## config.mk

```make
export PLATFORM = sky130hd
export DESIGN_NAME = fftag_addr_gen
export DESIGN_NICKNAME = d
export VERILOG_FILES = /design/src/rtl/fftag_pkg.sv /design/src/rtl/fftag_rst_sync.sv /design/src/rtl/fftag_seq.sv /design/src/rtl/fftag_rotate.sv /design/src/rtl/fftag_bank_map.sv /design/src/rtl/fftag_addr_gen.sv
export SDC_FILE = /design/constraint.sdc
export NUM_CORES = 1
export LEC_CHECK = 0
export ABC_AREA = 0
export BUFFER_PORTS_ARGS = -buffer_cell sky130_fd_sc_hd__buf_4
export CORE_MARGIN = 5
export CORE_UTILIZATION = 52
export DETAILED_ROUTE_END_ITERATION = 16
export PLACE_DENSITY = 0.85
export SLEW_MARGIN = 15
export SYNTH_ARGS = -nofsm -noshare
export SYNTH_HDL_FRONTEND = slang
export SYNTH_HIERARCHICAL = 1
export SYNTH_SLANG_ARGS = --single-unit
```

## constraint.sdc

```tcl
create_clock -name clk -period 1.8 [get_ports clk]
set_input_delay 0.18 -clock clk [delete_from_list [all_inputs] [get_ports clk]]
set_output_delay 0.18 -clock clk [all_outputs]
set_load 0.03 [all_outputs]
```

## src/rtl/fftag_pkg.sv

```systemverilog
package fftag_pkg;

  typedef enum logic {
    SEQ_IDLE = 1'b0,
    SEQ_RUN  = 1'b1
  } seq_state_e;

  // Digit distance moved by barrel layer s, folded into one full turn of ndig digits.
  function automatic int rot_step(input int s, input int ndig);
    return (1 << s) % ndig;
  endfunction

endpackage

```

## src/rtl/fftag_rst_sync.sv

```systemverilog
module fftag_rst_sync (
  input  logic clk,
  input  logic arst_n,
  output logic rst_sync_n
);

  logic [1:0] sync_q;

  always_ff @(posedge clk or negedge arst_n) begin
    if (!arst_n) begin
      sync_q <= 2'b00;
    end else begin
      sync_q <= {sync_q[0], 1'b1};
    end
  end

  assign rst_sync_n = sync_q[1];

endmodule

```

## src/rtl/fftag_seq.sv

```systemverilog
module fftag_seq #(
  parameter int NDIG = 4,
  parameter int BW   = 3,
  parameter int SW   = 2
) (
  input  logic          clk,
  input  logic          rst_n,
  input  logic          start_i,
  output logic          active_o,
  output logic [SW-1:0] stage_o,
  output logic [BW-1:0] bfly_o,
  output logic          done_o
);

  import fftag_pkg::*;

  seq_state_e    state_q, state_d;
  logic [SW-1:0] stage_q, stage_d;
  logic [BW-1:0] bfly_q,  bfly_d;
  logic          done_q,  done_d;
  logic          cnt_en;
  logic          last_bfly;
  logic          last_stage;

  // Butterfly count spans exactly r^(n-1) = 2^BW values, so the wrap is all-ones.
  assign last_bfly  = &bfly_q;
  assign last_stage = (stage_q == SW'(NDIG - 1));

  // Registers only move while running, on a launch, or to clear the done pulse.
  assign cnt_en = (state_q == SEQ_RUN) | start_i | done_q;

  always_comb begin
    state_d = state_q;
    stage_d = stage_q;
    bfly_d  = bfly_q;
    done_d  = 1'b0;
    case (state_q)
      SEQ_IDLE: begin
        if (start_i) begin
          state_d = SEQ_RUN;
          stage_d = '0;
          bfly_d  = '0;
        end
      end
      SEQ_RUN: begin
        bfly_d = bfly_q + BW'(1);
        if (last_bfly) begin
          if (last_stage) begin
            state_d = SEQ_IDLE;
            done_d  = 1'b1;
          end else begin
            stage_d = stage_q + SW'(1);
          end
        end
      end
      default: begin
        state_d = SEQ_IDLE;
      end
    endcase
  end

  always_ff @(posedge clk or negedge rst_n) begin
    if (!rst_n) begin
      state_q <= SEQ_IDLE;
      stage_q <= '0;
      bfly_q  <= '0;
      done_q  <= 1'b0;
    end else if (cnt_en) begin
      state_q <= state_d;
      stage_q <= stage_d;
      bfly_q  <= bfly_d;
      done_q  <= done_d;
    end
  end

  assign active_o = (state_q == SEQ_RUN);
  assign stage_o  = stage_q;
  assign bfly_o   = bfly_q;
  assign done_o   = done_q;

endmodule

```

## src/rtl/fftag_rotate.sv

```systemverilog
module fftag_rotate #(
  parameter int DW   = 1,
  parameter int NDIG = 4,
  parameter int SW   = 2,
  localparam int AW  = DW * NDIG,
  localparam int BW  = DW * (NDIG - 1)
) (
  input  logic [SW-1:0] stage_i,
  input  logic [DW-1:0] lead_i,
  input  logic [BW-1:0] bfly_i,
  output logic [AW-1:0] addr_o
);

  logic [AW-1:0] layer [SW+1];

  assign layer[0] = {lead_i, bfly_i};

  // Log-depth barrel: layer s turns the word right by 2^s digits when stage bit s is set.
  for (genvar s = 0; s < SW; s++) begin : g_layer
    localparam int SH = fftag_pkg::rot_step(s, NDIG);
    if (SH == 0) begin : g_pass
      assign layer[s+1] = layer[s];
    end else begin : g_turn
      assign layer[s+1] = stage_i[s] ? {layer[s][SH*DW-1:0], layer[s][AW-1:SH*DW]}
                                     : layer[s];
    end
  end

  assign addr_o = layer[SW];

endmodule

```

## src/rtl/fftag_bank_map.sv

```systemverilog
module fftag_bank_map #(
  parameter int DW   = 1,
  parameter int NDIG = 4,
  localparam int AW  = DW * NDIG,
  localparam int BW  = DW * (NDIG - 1)
) (
  input  logic [AW-1:0] addr_i,
  output logic [DW-1:0] bank_o,
  output logic [BW-1:0] index_o
);

  logic [DW-1:0] digit_acc;

  // A DW-bit accumulator wraps at r, which gives the digit sum modulo r directly.
  always_comb begin
    digit_acc = '0;
    for (int j = 0; j < NDIG; j++) begin
      digit_acc = digit_acc + addr_i[j*DW +: DW];
    end
  end

  assign bank_o  = digit_acc;
  assign index_o = addr_i[AW-1:DW];

endmodule

```

## src/rtl/fftag_addr_gen.sv

```systemverilog
module fftag_addr_gen #(
  parameter int RADIX = 2,
  parameter int NDIG  = 4,
  localparam int DW   = $clog2(RADIX),
  localparam int AW   = DW * NDIG,
  localparam int BW   = DW * (NDIG - 1),
  localparam int SW   = (NDIG > 1) ? $clog2(NDIG) : 1
) (
  input  logic                clk,
  input  logic                rst_n,
  input  logic                start_i,
  output logic                valid_o,
  output logic [RADIX*DW-1:0] bank_o,
  output logic [RADIX*BW-1:0] index_o,
  output logic [BW-1:0]       coef_o,
  output logic                done_o
);

  logic          rst_sync_n;
  logic          active_w;
  logic [SW-1:0] stage_w;
  logic [BW-1:0] bfly_w;
  logic          done_w;

  fftag_rst_sync u_rst (
    .clk        (clk),
    .arst_n     (rst_n),
    .rst_sync_n (rst_sync_n)
  );

  fftag_seq #(
    .NDIG (NDIG),
    .BW   (BW),
    .SW   (SW)
  ) u_seq (
    .clk      (clk),
    .rst_n    (rst_sync_n),
    .start_i  (start_i),
    .active_o (active_w),
    .stage_o  (stage_w),
    .bfly_o   (bfly_w),
    .done_o   (done_w)
  );

  // One rotate + bank-map lane per operand digit value.
  for (genvar d = 0; d < RADIX; d++) begin : g_lane
    logic [AW-1:0] lane_addr;

    fftag_rotate #(
      .DW   (DW),
      .NDIG (NDIG),
      .SW   (SW)
    ) u_rot (
      .stage_i (stage_w),
      .lead_i  (DW'(d)),
      .bfly_i  (bfly_w),
      .addr_o  (lane_addr)
    );

    fftag_bank_map #(
      .DW   (DW),
      .NDIG (NDIG)
    ) u_map (
      .addr_i  (lane_addr),
      .bank_o  (bank_o[d*DW +: DW]),
      .index_o (index_o[d*BW +: BW])
    );
  end

  // Twiddle base: butterfly count with the k lowest digits cleared.
  always_comb begin
    coef_o = bfly_w;
    for (int j = 0; j < NDIG - 1; j++) begin
      if (j < int'(stage_w)) begin
        coef_o[j*DW +: DW] = '0;
      end
    end
  end

  assign valid_o = active_w;
  assign done_o  = done_w;

endmodule

```

======== Yosys cells after proc, flatten, opt, wreduce, memory -nomap -nowiden ========
Index checks and enable logic that the tools add are counted.
word-level totals
  bits in read-only memories .............. 0
  memory bits (writable) .................. 0
  bits in latches ......................... 0
  memories ................................ 0
  register bits after elaboration ......... 9
  output and inout port bits .............. 13
operators by class
  div/mod/pow operators ................... 0
  bitwise logic cells ..................... 3
  reduce and logical (&&, ||, !) cells .... 3
  shift operators ......................... 0
  eq/ne operators ......................... 4
  add/sub/neg operators ................... 8
  magnitude comparators ................... 3
  multipliers ............................. 0
  muxes and demuxes ....................... 20
operators by type and width
  operator                                                   number
  2-to-1 mux 4 bit                                           4
  2-to-1 mux 1 bit                                           9
  adder 1 bit                                                6
  2-to-1 mux 2 bit                                           3
  inequality test 2 bit, second input constant               3
  case mux 3 bit (2 select lines)                            1
  less-than comparator 1 x 2 -> 1 bit, first input constant  2
  case mux 2 bit (2 select lines)                            1
  AND reduction 4 bit                                        1
  adder 3 x 1 -> 3 bit, second input constant                1
  2-to-1 mux 3 bit                                           1
  AND reduction 3 bit                                        1
  adder 2 x 1 -> 2 bit, second input constant                1
  == test 2 bit, second input constant                       1
  less-than comparator 2 bit, first input constant           1
  bitwise OR 1 bit                                           2
  case mux 1 bit (2 select lines)                            1
  AND reduction 2 bit                                        1
  inverter 1 bit                                             1

======== Logic depth before layout (Yosys ltp) ========
Gate-level depths: netlist of the first run.
  depth in word-level cells ............... 5
  mapped depth ............................ 4
  mapped depth without buffers ............ 4

======== Hierarchy ========
Netlist of the first run, hierarchy kept.
by module, submodules not included
  module          area each (µm²)  seq. area each (µm²)  cells an instance  instances
  fftag_seq       342.8            175.2                 26                 1
  fftag_rotate    105.1            0.0                   4                  2
  fftag_bank_map  48.8             0.0                   6                  2
  fftag_rst_sync  53.8             50.0                  3                  1
  fftag_addr_gen  33.8             0.0                   5                  1

======== Worst setup path after synthesis of the first run ========
No wires, ideal clock.
  kind .................................... register -> output
  from .................................... reg u_seq.stage_q[0], in the netlist u_seq/stage_o[0]
  to ...................................... out bank_o[0]
  arrival time ............................ 1915 ps
  data required time ...................... 1620 ps
  slack ................................... -295 ps
  stages on the path, launching flop included .. 4
  path through ............................ dfrtp_1 mux4_1 xor2_1 xnor2_1
between the ends
  elaborated cells on any way between the ends .. 5
RTL lines
  element                           line                  RTL
  from (decl)                       fftag_seq.sv:18       logic [SW-1:0] stage_q, stage_d;
  from (signal assigned)            fftag_seq.sv:70       stage_q <= stage_d;
  2-to-1 mux 4 bit (2 in series)    fftag_rotate.sv:24    assign layer[s+1] = stage_i[s] ? {layer[s][SH*DW-1:0], layer[s][AW-1:SH*DW]}
  named net g_lane[0].lane_addr[2]  fftag_addr_gen.sv:47  logic [AW-1:0] lane_addr;
  adder 1 bit (2 in series)         fftag_bank_map.sv:18  digit_acc = digit_acc + addr_i[j*DW +: DW];
  to (decl)                         fftag_addr_gen.sv:13  output logic [RADIX*DW-1:0] bank_o,
The timed path passes the listed nets, and every way through them passes these cells.

======== Worst setup path in the final report of the first run ========
  from .................................... reg u_seq.stage_q[1], in the netlist u_seq/stage_o[1]
  to ...................................... out bank_o[0]
between the ends
  longest elaborated chain between the ends .. 4
RTL lines
  element                    line
  2-to-1 mux 4 bit *         fftag_rotate.sv:24
  adder 1 bit (2 in series)  fftag_bank_map.sv:18
  adder 1 bit *              fftag_bank_map.sv:18
Every way passes the cells marked *; elsewhere a longest branch is shown, timed or not.

==> impl_metrics.py, run 1 <==
metrics = {
    "setup_path": {
        "crit_arrival_ns": 1.79,
        "startpoint_type": "flop",
        "end_kind": "output pin",
        "slowest_delay_ns": 0.57,
        "reg2reg_depth": 4,
        "path_depth": 4,
        "worstPathMaxFanout": 7,
        "crit_type": "flop to output pin",
        "cpMostUsedCell": "xnor2_2",
        "cp_top_family": "multiplexers",
        "slowest_stage": "mux4_2",
        "path_buf_inv": 1,
        "worstPathCellList": "mux4_2 -> xnor2_2 -> xnor2_2 -> buf_6",
        "crit_required_ns": 1.62,
    },
    "yosys": {
        "synth_top_area_share_pct": 30.5,
        "synth_area_leader_cell": "dfrtp_1",
        "synth-seq-area-share_pct": 30.5,
        "yosysWarnings": 6,
        "yosys-top-cells-area": "dfrtp_1, mux4_1, buf_4",
        "synth.distinct_cells": 20,
        "syn_area_per_cell_um2": 13.7,
        "synthesis.area_um2": 738,
        "syn_inst": 54,
        "ys_ff_latch": 9,
    },
    "final_layout": {
        "layout_commonest_cell": "buf_4",
        "fin_nets": 88,
        "diodes": 0,
        "final_core_util_pct": 72.8,
        "final_cell_area_um2": 960,
        "drive_above_1_share_pct": 59.3,
        "final_cell_mix": "buf_4, conb_1, mux4_2",
        "area_delta_synth_final_pct": 30.0,
    },
    "clock_tree": {
        "htree_num_levels": 1,
        "clockRootBuffer": "clkbuf_4",
        "path_clk_slew_ns": 0.05,
        "cts.sinks": 9,
        "cts_buffers": 3,
        "cts_tree": "done",
        "clockBufferDepth": 2,
        "insertion_delay_ns": 0.24,
    },
    "global_routing": {
        "grt_max_degree": 13,
        "grt_use_total_pct": 16.0,
        "grt_pass1_wl_mm": 2.47,
        "grt_pass1_vias": 545,
        "antenna_found_initial": 0,
        "gr-total-overflow": 0,
    },
    "status": {
        "status": "finished with violations",
        "violations": "negative setup slack",
    },
    "drt": {
        "vias_per_cell": 5.29,
        "drc": 0,
        "ant_nets": 0,
        "wire_per_inst_um": 15.5,
        "drtIter0Drc": 3,
        "dr_total_vias": 508,
        "drt_first_pass_iters": 2,
        "totalWireLength_mm": 1.49,
    },
    "floorplan": {
        "die_area_mm2": 0.00227,
        "die_w_um": 47.7,
        "ios": 16,
        "start_util_pct": 56.0,
        "rows": 13,
        "core_mm2": 0.00132,
        "die_h_um": 47.7,
    },
    "timing": {
        "fin_crit_sh_pct": 110,
        "setup_ws_ns": -0.172,
        "hold_violations": 0,
        "clock_skew_ns": 0.000517,
        "drv_slew": 0,
        "fmax_ghz": 0.507,
        "rsz0062_at_grt": "true",
        "setup_viol": 2,
        "post-route-min-period_ns": 1.97,
    },
    "placed_design": {
        "gp_congestion": 0.744,
        "placed_area_um2": 883,
        "hpwl_mm": 1.12,
        "portBuffers": 15,
    },
    "min_path": {
        "hold_class": "flop to asynchronous set/reset pin",
    },
    "run": {
        "drv_cap": 0,
    },
}
## final timing paths
| check | endpoint | from | slack [ns] |
|---|---|---|---|
| worst max-delay path | bank_o[0] | u_seq/stage_o[1] | -0.17 |
| min in group clk | u_seq/stage_o[1] | start_i | 0.24 |
| worst max register to register | u_seq/stage_o[0] | u_seq/bfly_o[2] | 0.44 |
| worst min-delay path | u_seq/done_o | u_rst/sync_q[1] | 0.11 |
| worst min register to register | u_seq/done_o | u_rst/sync_q[1] | 0.11 |
| max in group asynchronous | u_rst/sync_q[1] | rst_n | 1.46 |
## area by class of cell
type / instances / area (um2)
clock buffer: 4 / 26.3
fill: 105 / 358
multi-input combinational: 44 / 494
sequential: 9 / 230
tap: 15 / 18.8
timing repair buffer: 24 / 190
## metal layers
metal	vias to the layer above	wire (um)	global-route usage, %
met5	-	0	0
met4	0	31	8.06
met3	4	64	2.26
met2	10	857	30.5
met1	252	532	16.8
li1	242	-	-
## registers in the layout, indices dropped and copies added, names as in the netlist
signal          flops
u_rst/sync_q        2
u_seq/bfly_o        3
u_seq/active_o      1
u_seq/done_o        1
u_seq/stage_o       2
## stage by stage
stage	setup WS [ns]	hold slack, ns	instances	TNS (ns)
after floorplan	-0.00346	-0.116	60	-0.00692
after global placement	0.00174	-0.0383	88	0
after detailed placement	-0.0170	-0.0346	88	-0.0232
after CTS	-0.179	0.114	95	-0.349
after global routing	-0.249	0.128	96	-0.496
final	-0.172	0.107	96	-0.338
## Yosys cell counts
library cell,count
dfrtp_1,9
mux4_1,8
buf_4,6
xnor2_1,4
conb_1,3
ha_1,3
a22o_1,2
nand2_1,2
nor2_1,2
nor2b_1,2
o211ai_2,2
or3b_1,2
xor2_1,2
a21boi_0,1
and3_1,1
buf_6,1
mux2_2,1
nand4b_1,1
nand4bb_1,1
nor3b_2,1
## worst register-to-register path: cells and delay by family, from the launching register on
kind	cells	cell delay [ns]
buffers and inverters	1	0.18
adders and majority gates	1	0.20
AOI/OAI and AO/OA	1	0.12
and+or+nand+nor	1	0.24
DFF	1	0.49
## logic make-up (layout without fill, tap and decap cells)
family / after synthesis / after routing / synth area share [%]
xor+xnor: 6 / 6 / 7.12
other cells: 3 / 9 / 1.53
fa+ha+maj: 3 / 3 / 5.09
compound gates: 5 / 5 / 6.78
flops: 9 / 9 / 30.5
simple gates: 12 / 12 / 11.4
buf+inv: 7 / 28 / 7.63
mux: 9 / 9 / 30.0
## what timing repair did
item | 4_1_cts | 5_1_grt
gates resized for setup | 14 | 0
endpoints found under the hold margin | 2 | 0
buffers inserted | 2 | 1
pin swaps | 4 | 2
setup endpoints to repair | 2 | 2
hold buffers | 1 | 0
Power of run 1 is left out: the tool's default activity adds up to more than one toggle a clock period on the data nets, which glitch-free logic cannot reach.
==> inputs of run 2 (changes only) <==
CORE_MARGIN = 10   (was 5)
==> run 2 against run 1 <==
The run still ends with negative setup slack left. Global-route usage down 6.0 points. Fmax down 3.3%. Core utilization grew 0.095 points. Worst hold slack improved by 0.0035 ns. Clock skew rose by 0.0045 ns. Highest routed layer unchanged.
==> impl_metrics.py, run 2 (synthesized netlist as in run 1, its figures left out) <==
metrics = {
    "floorplan": {
        "die_area_mm2": 0.00333,
        "start_util_pct": 56.0,
        "die_h_um": 57.7,
        "ios": 16,
        "rows": 13,
        "die_w_um": 57.7,
        "core_mm2": 0.00132,
    },
    "drt": {
        "drtIter0Drc": 5,
        "vias_per_cell": 5.29,
        "wire_per_inst_um": 16.4,
        "ant_nets": 0,
        "drc": 0,
        "dr_total_vias": 508,
        "totalWireLength_mm": 1.57,
        "drt_first_pass_iters": 4,
    },
    "clock_tree": {
        "clockRootBuffer": "clkbuf_4",
        "cts.sinks": 9,
        "insertion_delay_ns": 0.26,
        "htree_num_levels": 1,
        "cts_tree": "done",
        "path_clk_slew_ns": 0.06,
        "clockBufferDepth": 2,
        "cts_buffers": 3,
    },
    "final_layout": {
        "drive_above_1_share_pct": 56.8,
        "fin_nets": 88,
        "nFillCells": 97,
        "diodes": 0,
        "multiInputGateArea_um2": 494,
        "largest_register_ffs": 3,
        "final_cell_mix": "buf_4, conb_1, mux4_2",
        "area_delta_synth_final_pct": 30.2,
        "layout_commonest_cell": "buf_4",
        "regArea_um2": 228,
        "final_core_util_pct": 72.9,
    },
    "placed_design": {
        "gp_congestion": 0.785,
        "portBuffers": 15,
        "hpwl_mm": 1.17,
    },
    "global_routing": {
        "gr-total-overflow": 0,
        "grt_max_degree": 13,
        "grt_pass1_wl_mm": 2.70,
        "antenna_found_initial": 0,
        "use_met2_pct": 19.5,
        "met3_usage_pct": 2.61,
        "grt_pass1_vias": 582,
        "grt-busiest-layer": "met2",
        "grt_use_total_pct": 9.96,
        "use_met1_pct": 9.79,
    },
    "setup_path": {
        "regToRegSetupSlack_ns": 0.31,
        "worstReg2RegStart": "u_seq/bfly_o[1]",
        "slowest_stage": "mux4_2",
        "crit_arrival_ns": 1.86,
        "worstPathCellList": "mux4_2 -> xor2_2 -> xnor2_2 -> buf_6",
        "reg2reg_depth": 5,
        "crit_type": "flop to output pin",
        "worstPathMaxFanout": 8,
        "reg2reg_to": "u_seq/stage_o[0]",
        "startpoint_type": "flop",
        "crit_required_ns": 1.62,
        "path_buf_inv": 1,
        "end_kind": "output pin",
        "slowest_delay_ns": 0.57,
        "cp_top_family": "multiplexers",
    },
    "timing": {
        "fin_crit_sh_pct": 113,
        "rsz0062_at_grt": "true",
        "setup_ws_ns": -0.239,
        "clock_skew_ns": 0.00498,
        "hold_violations": 0,
        "fmax_ghz": 0.490,
        "setup_viol": 2,
        "drv_slew": 0,
        "post-route-min-period_ns": 2.04,
    },
    "run": {
        "drv_cap": 0,
    },
    "min_path": {
        "hold_class": "flop to asynchronous set/reset pin",
    },
    "status": {
        "violations": "negative setup slack",
        "status": "finished with violations",
    },
}
-- run 2: worst max-delay path by stage --
stage / startpoint / endpoint / cells past startpoint
finish: u_seq/stage_o[1] / bank_o[0] / 4
CTS: u_seq/stage_o[1] / bank_o[0] / 4
global route: u_seq/stage_o[1] / bank_o[0] / 4
global placement: u_seq/stage_o[1] / bank_o[0] / 4
floorplan: u_seq/stage_o[0] / bank_o[0] / 3
detailed placement: u_seq/stage_o[0] / bank_o[0] / 4
-- run 2: cell type report --
type                            count  share of cell area (%)
Timing Repair Buffer               24                    20.2
Multi-Input combinational cell     44                    51.4
Tap cell                           15                    1.95
Clock buffer                        4                    2.73
Sequential cell                     9                    23.7
-- run 2: timing repair --
item / 4_1_cts / 5_1_grt
setup endpoints to repair: 2 / 3
gates resized for setup: 13 / 0
pin swaps: 2 / 2
hold buffers: 1 / 0
endpoints found under the hold margin: 2 / 0
setup buffers: 2 / 0
cloned: 0 / 0
-- run 2: layer usage --
layer	vias up	part of all wire (%)
li1	240	-
met1	252	37
met2	12	57
met3	4	4.8
met4	0	1.2
met5	-	0
-- run 2: through the flow --
| stage | hold WS (ns) | TNS (ns) | std cells | cell area, um2 | worst slack (ns) |
|---|---|---|---|---|---|
| after floorplan | -0.116 | -0.00692 | 60 | 771 | -0.00346 |
| after global placement | -0.0378 | 0 | 89 | 891 | 0.00386 |
| after detailed placement | -0.0359 | -0.143 | 89 | 891 | -0.107 |
| after CTS | 0.120 | -0.482 | 96 | 961 | -0.259 |
| after global routing | 0.132 | -0.634 | 96 | 961 | -0.298 |
| final | 0.111 | -0.448 | 96 | 961 | -0.239 |
Power of run 2 is left out for the same reason.
